<file path="src/rtl/sbrom_pkg.sv">
package sbrom_pkg;

  localparam int CL_MAX = 6;

  typedef enum logic [2:0] {
    CMD_NOP,
    CMD_MODE,
    CMD_ACT,
    CMD_READ,
    CMD_STOP
  } cmd_e;

  typedef struct packed {
    logic       bl8;
    logic       ilv;
    logic [1:0] cl_code;
    logic       rl2;
  } mode_t;

  function automatic cmd_e decode_cmd(input logic cs_n, input logic mrs_n,
                                      input logic ras_n, input logic cas_n);
    cmd_e c;
    c = CMD_NOP;
    if (!cs_n) begin
      case ({mrs_n, ras_n, cas_n})
        3'b011:  c = CMD_MODE;
        3'b101:  c = CMD_ACT;
        3'b110:  c = CMD_READ;
        3'b100:  c = CMD_STOP;
        default: c = CMD_NOP;
      endcase
    end
    return c;
  endfunction

  // low three column bits of one beat; bit 2 kept for a burst of four
  function automatic logic [2:0] wrap_low(input logic [2:0] start, input logic [2:0] beat,
                                         input logic bl8, input logic ilv);
    logic [2:0] r;
    if (ilv) r = start ^ beat;
    else     r = start + beat;
    if (!bl8) r[2] = start[2];
    return r;
  endfunction

  // pipeline stage that is one clock before presentation
  function automatic logic [2:0] tap_index(input logic [1:0] cl_code);
    return {1'b0, cl_code} + 3'd1;
  endfunction

  function automatic logic [31:0] rom_dword(input logic [31:0] idx);
    return (idx * 32'h9E37_79B1) ^ 32'h0F0F_5A5A;
  endfunction

endpackage

</file>
<file path="src/rtl/sbrom_cmd_decode.sv">
module sbrom_cmd_decode import sbrom_pkg::*; #(
  parameter int ADDR_W = 13,
  parameter int COL_W  = 8
) (
  input  logic              clk,
  input  logic              rst_n,
  input  logic              cke,
  input  logic              cs_n,
  input  logic              ras_n,
  input  logic              cas_n,
  input  logic              mrs_n,
  input  logic              narrow_n,
  input  logic [ADDR_W-1:0] addr,
  output logic              read_go,
  output logic              stop_go,
  output logic              bl8,
  output logic              ilv,
  output logic [1:0]        cl_code,
  output logic [ADDR_W-1:0] row,
  output logic [COL_W:0]    col_start,
  output logic              n16,
  output logic              proto_err
);

  cmd_e              cmd;
  mode_t             mode_q;
  logic              row_open;
  logic              rl_wait;
  logic              err_q;
  logic [ADDR_W-1:0] row_q;
  logic              rd_req;
  logic              rd_bad;

  always_comb begin
    cmd       = decode_cmd(cs_n, mrs_n, ras_n, cas_n);
    rd_req    = cke && (cmd == CMD_READ);
    read_go   = rd_req && row_open && !rl_wait;
    rd_bad    = rd_req && !(row_open && !rl_wait);
    stop_go   = cke && (cmd == CMD_STOP);
    n16       = !narrow_n;
    col_start = n16 ? addr[COL_W:0] : {1'b0, addr[COL_W-1:0]};
    bl8       = mode_q.bl8;
    ilv       = mode_q.ilv;
    cl_code   = mode_q.cl_code;
    row       = row_q;
    proto_err = err_q;
  end

  always_ff @(posedge clk) begin
    if (!rst_n) begin
      mode_q   <= '0;
      row_open <= 1'b0;
      rl_wait  <= 1'b0;
      err_q    <= 1'b0;
      row_q    <= '0;
    end else if (cke) begin
      err_q <= rd_bad;
      if (cmd == CMD_MODE) begin
        mode_q.bl8     <= addr[0];
        mode_q.ilv     <= addr[1];
        mode_q.cl_code <= addr[3:2];
        mode_q.rl2     <= addr[4];
      end
      if (cmd == CMD_ACT) begin
        row_open <= 1'b1;
        row_q    <= addr;
        rl_wait  <= mode_q.rl2;
      end else if (rl_wait) begin
        rl_wait <= 1'b0;
      end
    end
  end

  // mode fields change only on an enabled mode load
  p_mode_hold_r3: assert property (@(posedge clk) disable iff (!rst_n)
    !(cke && cmd == CMD_MODE) |=> $stable(mode_q));

  // with row latency 2 the clock after an activate accepts no read
  p_rl2_blocks_r8: assert property (@(posedge clk) disable iff (!rst_n)
    (cke && cmd == CMD_ACT && mode_q.rl2) |=> !read_go);

endmodule

</file>
<file path="src/rtl/sbrom_burst_gen.sv">
module sbrom_burst_gen import sbrom_pkg::*; #(
  parameter int ADDR_W = 13,
  parameter int COL_W  = 8
) (
  input  logic              clk,
  input  logic              rst_n,
  input  logic              cke,
  input  logic              read_go,
  input  logic              stop_go,
  input  logic              bl8,
  input  logic              ilv,
  input  logic [ADDR_W-1:0] row,
  input  logic [COL_W:0]    col_start,
  input  logic              n16,
  output logic              issue_v,
  output logic [ADDR_W-1:0] issue_row,
  output logic [COL_W:0]    issue_col,
  output logic              issue_n16
);

  logic              active;
  logic [2:0]        beat;
  logic [ADDR_W-1:0] s_row;
  logic [COL_W:0]    s_col;
  logic              s_n16;
  logic              s_bl8;
  logic              s_ilv;
  logic              issue_last;

  always_comb begin
    issue_last = (beat == {s_bl8, 2'b11});
    issue_v    = active;
    issue_row  = s_row;
    issue_n16  = s_n16;
    issue_col  = {s_col[COL_W:3], wrap_low(s_col[2:0], beat, s_bl8, s_ilv)};
  end

  always_ff @(posedge clk) begin
    if (!rst_n) begin
      active <= 1'b0;
      beat   <= '0;
      s_row  <= '0;
      s_col  <= '0;
      s_n16  <= 1'b0;
      s_bl8  <= 1'b0;
      s_ilv  <= 1'b0;
    end else if (cke) begin
      if (stop_go) begin
        active <= 1'b0;
      end else if (read_go) begin
        active <= 1'b1;
        beat   <= '0;
        s_row  <= row;
        s_col  <= col_start;
        s_n16  <= n16;
        s_bl8  <= bl8;
        s_ilv  <= ilv;
      end else if (active) begin
        if (issue_last) active <= 1'b0;
        else            beat   <= beat + 3'd1;
      end
    end
  end

  // a burst of four never reaches beat four
  p_beat_range_r4: assert property (@(posedge clk) disable iff (!rst_n)
    (active && !s_bl8) |-> !beat[2]);

  // issue stops after the last beat unless a new read arrives
  p_burst_ends_r4: assert property (@(posedge clk) disable iff (!rst_n)
    (cke && active && issue_last && !read_go) |=> !issue_v);

endmodule

</file>
<file path="src/rtl/sbrom_lat_pipe.sv">
module sbrom_lat_pipe import sbrom_pkg::*; #(
  parameter int ADDR_W = 13,
  parameter int COL_W  = 8
) (
  input  logic              clk,
  input  logic              rst_n,
  input  logic              cke,
  input  logic              stop_go,
  input  logic              dqm,
  input  logic [1:0]        cl_code,
  input  logic              in_v,
  input  logic [ADDR_W-1:0] in_row,
  input  logic [COL_W:0]    in_col,
  input  logic              in_n16,
  output logic [31:0]       dout,
  output logic              dout_valid
);

  localparam int DEPTH = CL_MAX - 1;
  localparam int SW    = ADDR_W + COL_W + 2;
  localparam int IW    = ADDR_W + COL_W;

  logic [DEPTH-1:0]  st_v;
  logic [SW-1:0]     st_d [DEPTH];
  logic [2:0]        tap;
  logic              tap_v;
  logic              t_n16;
  logic [ADDR_W-1:0] t_row;
  logic [COL_W:0]    t_col;
  logic [IW-1:0]     idx;
  logic [31:0]       dw;
  logic [31:0]       word;

  always_comb begin
    tap   = tap_index(cl_code);
    tap_v = st_v[tap];
    {t_n16, t_row, t_col} = st_d[tap];
    idx   = t_n16 ? {t_row, t_col[COL_W:1]} : {t_row, t_col[COL_W-1:0]};
    dw    = rom_dword(32'(idx));
    if (t_n16) word = {16'h0000, t_col[0] ? dw[31:16] : dw[15:0]};
    else       word = dw;
  end

  always_ff @(posedge clk) begin
    if (!rst_n) begin
      st_v       <= '0;
      for (int k = 0; k < DEPTH; k++) st_d[k] <= '0;
      dout       <= '0;
      dout_valid <= 1'b0;
    end else if (cke) begin
      st_v     <= stop_go ? '0 : {st_v[DEPTH-2:0], in_v};
      st_d[0]  <= {in_n16, in_row, in_col};
      for (int k = 1; k < DEPTH; k++) st_d[k] <= st_d[k-1];
      if (stop_go || !tap_v || dqm) begin
        dout_valid <= 1'b0;
        dout       <= '0;
      end else begin
        dout_valid <= 1'b1;
        dout       <= word;
      end
    end
  end

  // a masked presentation edge leaves no word on the outputs
  p_mask_blank_r10: assert property (@(posedge clk) disable iff (!rst_n)
    (cke && dqm) |=> (!dout_valid && dout == '0));

  // outputs hold while the clock enable is low
  p_freeze_r12: assert property (@(posedge clk) disable iff (!rst_n)
    !cke |=> ($stable(dout) && $stable(dout_valid)));

endmodule

</file>
<file path="src/rtl/sbrom_engine.sv">
module sbrom_engine import sbrom_pkg::*; #(
  parameter int ADDR_W = 13,
  parameter int COL_W  = 8
) (
  input  logic              clk,
  input  logic              rst_n,
  input  logic              cke,
  input  logic              cs_n,
  input  logic              ras_n,
  input  logic              cas_n,
  input  logic              mrs_n,
  input  logic              narrow_n,
  input  logic [ADDR_W-1:0] addr,
  input  logic              dqm,
  output logic [31:0]       dout,
  output logic              dout_valid,
  output logic              proto_err
);

  logic              read_go;
  logic              stop_go;
  logic              bl8;
  logic              ilv;
  logic [1:0]        cl_code;
  logic [ADDR_W-1:0] row;
  logic [COL_W:0]    col_start;
  logic              n16;
  logic              issue_v;
  logic [ADDR_W-1:0] issue_row;
  logic [COL_W:0]    issue_col;
  logic              issue_n16;

  sbrom_cmd_decode #(.ADDR_W(ADDR_W), .COL_W(COL_W)) u_dec (
    .clk(clk), .rst_n(rst_n), .cke(cke), .cs_n(cs_n), .ras_n(ras_n),
    .cas_n(cas_n), .mrs_n(mrs_n), .narrow_n(narrow_n), .addr(addr),
    .read_go(read_go), .stop_go(stop_go), .bl8(bl8), .ilv(ilv),
    .cl_code(cl_code), .row(row), .col_start(col_start), .n16(n16),
    .proto_err(proto_err)
  );

  sbrom_burst_gen #(.ADDR_W(ADDR_W), .COL_W(COL_W)) u_burst (
    .clk(clk), .rst_n(rst_n), .cke(cke), .read_go(read_go),
    .stop_go(stop_go), .bl8(bl8), .ilv(ilv), .row(row),
    .col_start(col_start), .n16(n16), .issue_v(issue_v),
    .issue_row(issue_row), .issue_col(issue_col), .issue_n16(issue_n16)
  );

  sbrom_lat_pipe #(.ADDR_W(ADDR_W), .COL_W(COL_W)) u_pipe (
    .clk(clk), .rst_n(rst_n), .cke(cke), .stop_go(stop_go), .dqm(dqm),
    .cl_code(cl_code), .in_v(issue_v), .in_row(issue_row),
    .in_col(issue_col), .in_n16(issue_n16), .dout(dout),
    .dout_valid(dout_valid)
  );

  // nothing is presented right after an accepted stop
  p_stop_quiet_r9: assert property (@(posedge clk) disable iff (!rst_n)
    stop_go |=> !dout_valid);

  // an accepted read starts issuing beats on the next cycle
  p_read_issues_r4: assert property (@(posedge clk) disable iff (!rst_n)
    read_go |=> issue_v);

endmodule

</file>
<file path="config.mk">
export PLATFORM = sky130hd
export DESIGN_NAME = sbrom_engine
export DESIGN_NICKNAME = d
export VERILOG_FILES = /design/src/rtl/sbrom_pkg.sv /design/src/rtl/sbrom_cmd_decode.sv /design/src/rtl/sbrom_burst_gen.sv /design/src/rtl/sbrom_lat_pipe.sv /design/src/rtl/sbrom_engine.sv
export SDC_FILE = /design/constraint.sdc
export NUM_CORES = 1
export LEC_CHECK = 0
export BUFFER_PORTS_ARGS = -buffer_cell sky130_fd_sc_hd__buf_4
export CORE_ASPECT_RATIO = 0.9
export CORE_UTILIZATION = 23
export DETAILED_ROUTE_END_ITERATION = 10
export GPL_TIMING_DRIVEN = 1
export SLEW_MARGIN = 30
export SYNTH_ARGS = -nofsm -noshare
export SYNTH_HDL_FRONTEND = slang
export SYNTH_HIERARCHICAL = 1
export SYNTH_SLANG_ARGS = --single-unit
export TNS_END_PERCENT = 1
</file>
<file path="constraint.sdc">
create_clock -name clk -period 15.3 [get_ports clk]
set_input_delay 4.59 -clock clk [delete_from_list [all_inputs] [get_ports clk]]
set_output_delay 4.59 -clock clk [all_outputs]
set_load 0.05 [all_outputs]
</file>
==> qor.yml <==
timing:
  setup_ws_ns: 7.10
  worst_slew_pin_slew_ns: 0.880
  finClkSkew_ns: 0.00995
  timing.fmax_mhz: 122
  finalCritPeriodShare_pct: 53.6
  finalSetupViolCount: 0
  rsz0062_at_grt: "false"
  hold_viol: 0
  min_period_ns: 8.20
  slew-limit-headroom_pct: 41.3
  maxSlewViolCount: 0
  fin_tns_setup_ns: 0
drt:
  drtPass1Iterations: 5
  drt_iter0_drc: 615
  wl_per_cell_um: 15.0
  ant_nets: 0
  drc: 0
  wl_mm: 36.5
  vias: 10183
  via_per_inst: 4.20
synth:
  yosysSeqAreaShare_pct: 32.7
  async_flop_share_pct: 0
  synthCells: 1465
  synth_edf_count: 115
  synth-seq-cells: 203
  yosysWarnings: 6
  synth.distinct_cells: 64
  syn_nets: 1793
  syn_area_per_cell_sq_um: 10.9
  synth_ff_type: "edfxtp_1"
  syn-cell-area_sq_um: 15900
critical_path:
  required_ns: 15.69
  regToRegSetupSlack_ns: 7.10
  cp_slowest_stage_delay_ns: 0.63
  endpoint: "u_pipe/dout[31]"
  worstRegToRegCells: 26
  rr_endpoint: "u_pipe/dout[31]"
  cpMostUsedCell: "fa_1"
  worst_setup_path_start_kind: "register"
  critPathSlowestCell: "mux4_2"
  crit_start: "u_dec/cl_code[0]"
  endpoint_kind: "register"
  critPathArrivalTime_ns: 8.59
  crit_fanout: 26
  r2r-start: "u_dec/cl_code[0]"
  critPathKind: "register to register"
place:
  port_buffers: 55
  place_area_sq_um: 17200
  hpwl_mm: 28.5
  gp_congestion: 0.947
  place_ws_ns: 7.08
global_route:
  antenna_found_initial: 0
  grtUsageTotal_pct: 10.4
  grt_max_degree: 122
  grt_pass1_vias: 10645
  grt.overflow.total: 0
  grt_pass1_wl_mm: 58.2
clock_tree:
  cts_buffers: 22
  clock_path_buffers: 3
  worstSkewPairLatency_ns: 0.53
  cts_tree: "done"
  clk_pin_slew_ns: 0.06
  cts_resized: 0
  clockRootBuffer: "clkbuf_16"
  postCtsSetupBuffers: 0
  htree_levels: 1
  ctsHoldBuffers: 0
  cts_sinks: 203
finish:
  final_common_cell: "inv_1"
  design_area_sq_um: 17900
  syn_to_final_growth_pct: 12.5
  nets: 1809
  antenna_cells: 0
  final_cell_mix: "278 x inv_1, 170 x fa_1, 139 x nand2_1, 136 x ha_1, 117 x and3_1"
  utilization_pct: 26.2
  drive_gt1_share_pct: 9.75
floorplan:
  row_count: 91
  coreArea_sq_um: 68500
  fp.dieArea_sq_um: 70400
  die_y_um: 252
  io_pins: 56
  initial_core_util_pct: 23.3
  die_w_um: 280
worst_hold_path:
  hp-class: "register to register"
run_status:
  status: "complete, no violations"
run:
  maxCapViolCount: 0
cell families after synthesis:
family,synth area share [%]
buffers and inverters,8.97
xor gates and xnor gates,2.64
AOI/OAI and AO/OA,6.50
DFF,32.7
and+or+nand+nor,10.6
muxes,6.57
adders and majority gates,32.0
stage by stage:
stage | hold WS (ns) | std cells
after global placement | 0.438 | 2386
after CTS | 0.451 | 2427
after floorplan | 0.431 | 1465
after detailed placement | 0.442 | 2387
after global routing | 0.467 | 2427
final | 0.449 | 2427
cell type report:
| cell class | instances | area, sq um |
|---|---|---|
| fill | 7257 | 50600 |
| multi-input combinational | 909 | 9310 |
| sequential | 203 | 5220 |
| tap | 930 | 1160 |
| inverter | 279 | 1050 |
| clock buffer | 31 | 626 |
| timing repair buffer | 66 | 510 |
| clock inverter | 9 | 75.1 |
flip-flops by register name, indices dropped and copies added (netlist names), 2 cells and up:
name,count
u_burst/beat,3
u_pipe/dout,32
u_dec/row,13
u_pipe/st_v,5
u_burst/s_col,9
u_pipe/st_d,115
u_burst/issue_row,13
u_dec/cl_code,2
per-layer routing:
| metal | GRT usage, % | wire, um | vias to the layer above |
|---|---|---|---|
| li1 | - | - | 4829 |
| met1 | 14.2 | 17400 | 5105 |
| met2 | 16.7 | 16700 | 204 |
| met3 | 1.64 | 1530 | 45 |
| met4 | 2.97 | 806 | 0 |
| met5 | 0 | 0 | - |
critical path: cells and delay by family, from the launching register on:
| family | cells | cell delay (ns) |
|---|---|---|
| AO/OA/AOI/OAI | 7 | 1.45 |
| XOR/XNOR | 1 | 0.18 |
| adder cells (fa/ha/maj) | 8 | 3.92 |
| buffers and inverters | 6 | 0.78 |
| flip-flops | 1 | 0.32 |
| multiplexers | 2 | 0.99 |
| AND/OR/NAND/NOR | 2 | 0.41 |
how the worst min path moves through the flow:
stage / start / endpoint / slack, ns / cells past startpoint
4_1_cts: u_burst/s_col[5] / u_burst/s_col[5] / 0.45 / 2
2_1_floorplan: u_burst/issue_n16 / u_burst/issue_n16 / 0.43 / 2
6_report: u_dec/row[5] / u_burst/issue_row[5] / 0.45 / 2
3_3_place_gp: u_dec/row[6] / u_burst/issue_row[6] / 0.44 / 2
3_5_place_dp: u_burst/issue_row[6] / u_burst/issue_row[6] / 0.44 / 2
5_1_grt: u_dec/row[0] / u_burst/issue_row[0] / 0.47 / 2
synthesized netlist by cell type, types with 8 or more instances:
master,count,area share [%]
ha_1,136,11
clkbuf_1,46,1.1
a21o_1,15,0.71
a21oi_1,22,0.69
a22oi_1,8,0.38
edfxtp_1,115,22
mux4_2,21,3.0
xnor2_1,35,1.9
a21boi_1,26,1.2
dfxtp_1,88,11
mux2i_1,35,2.2
and3_1,117,4.6
inv_1,279,6.6
mux2_2,11,0.78
nand2_1,139,3.3
xor2_1,13,0.71
buf_4,16,0.75
nor2_1,28,0.66
o21ai_0,35,1.1
fa_1,170,21
Power is left out: the tool's default activity adds up to more than one toggle a clock period on the data nets, which glitch-free logic cannot reach.
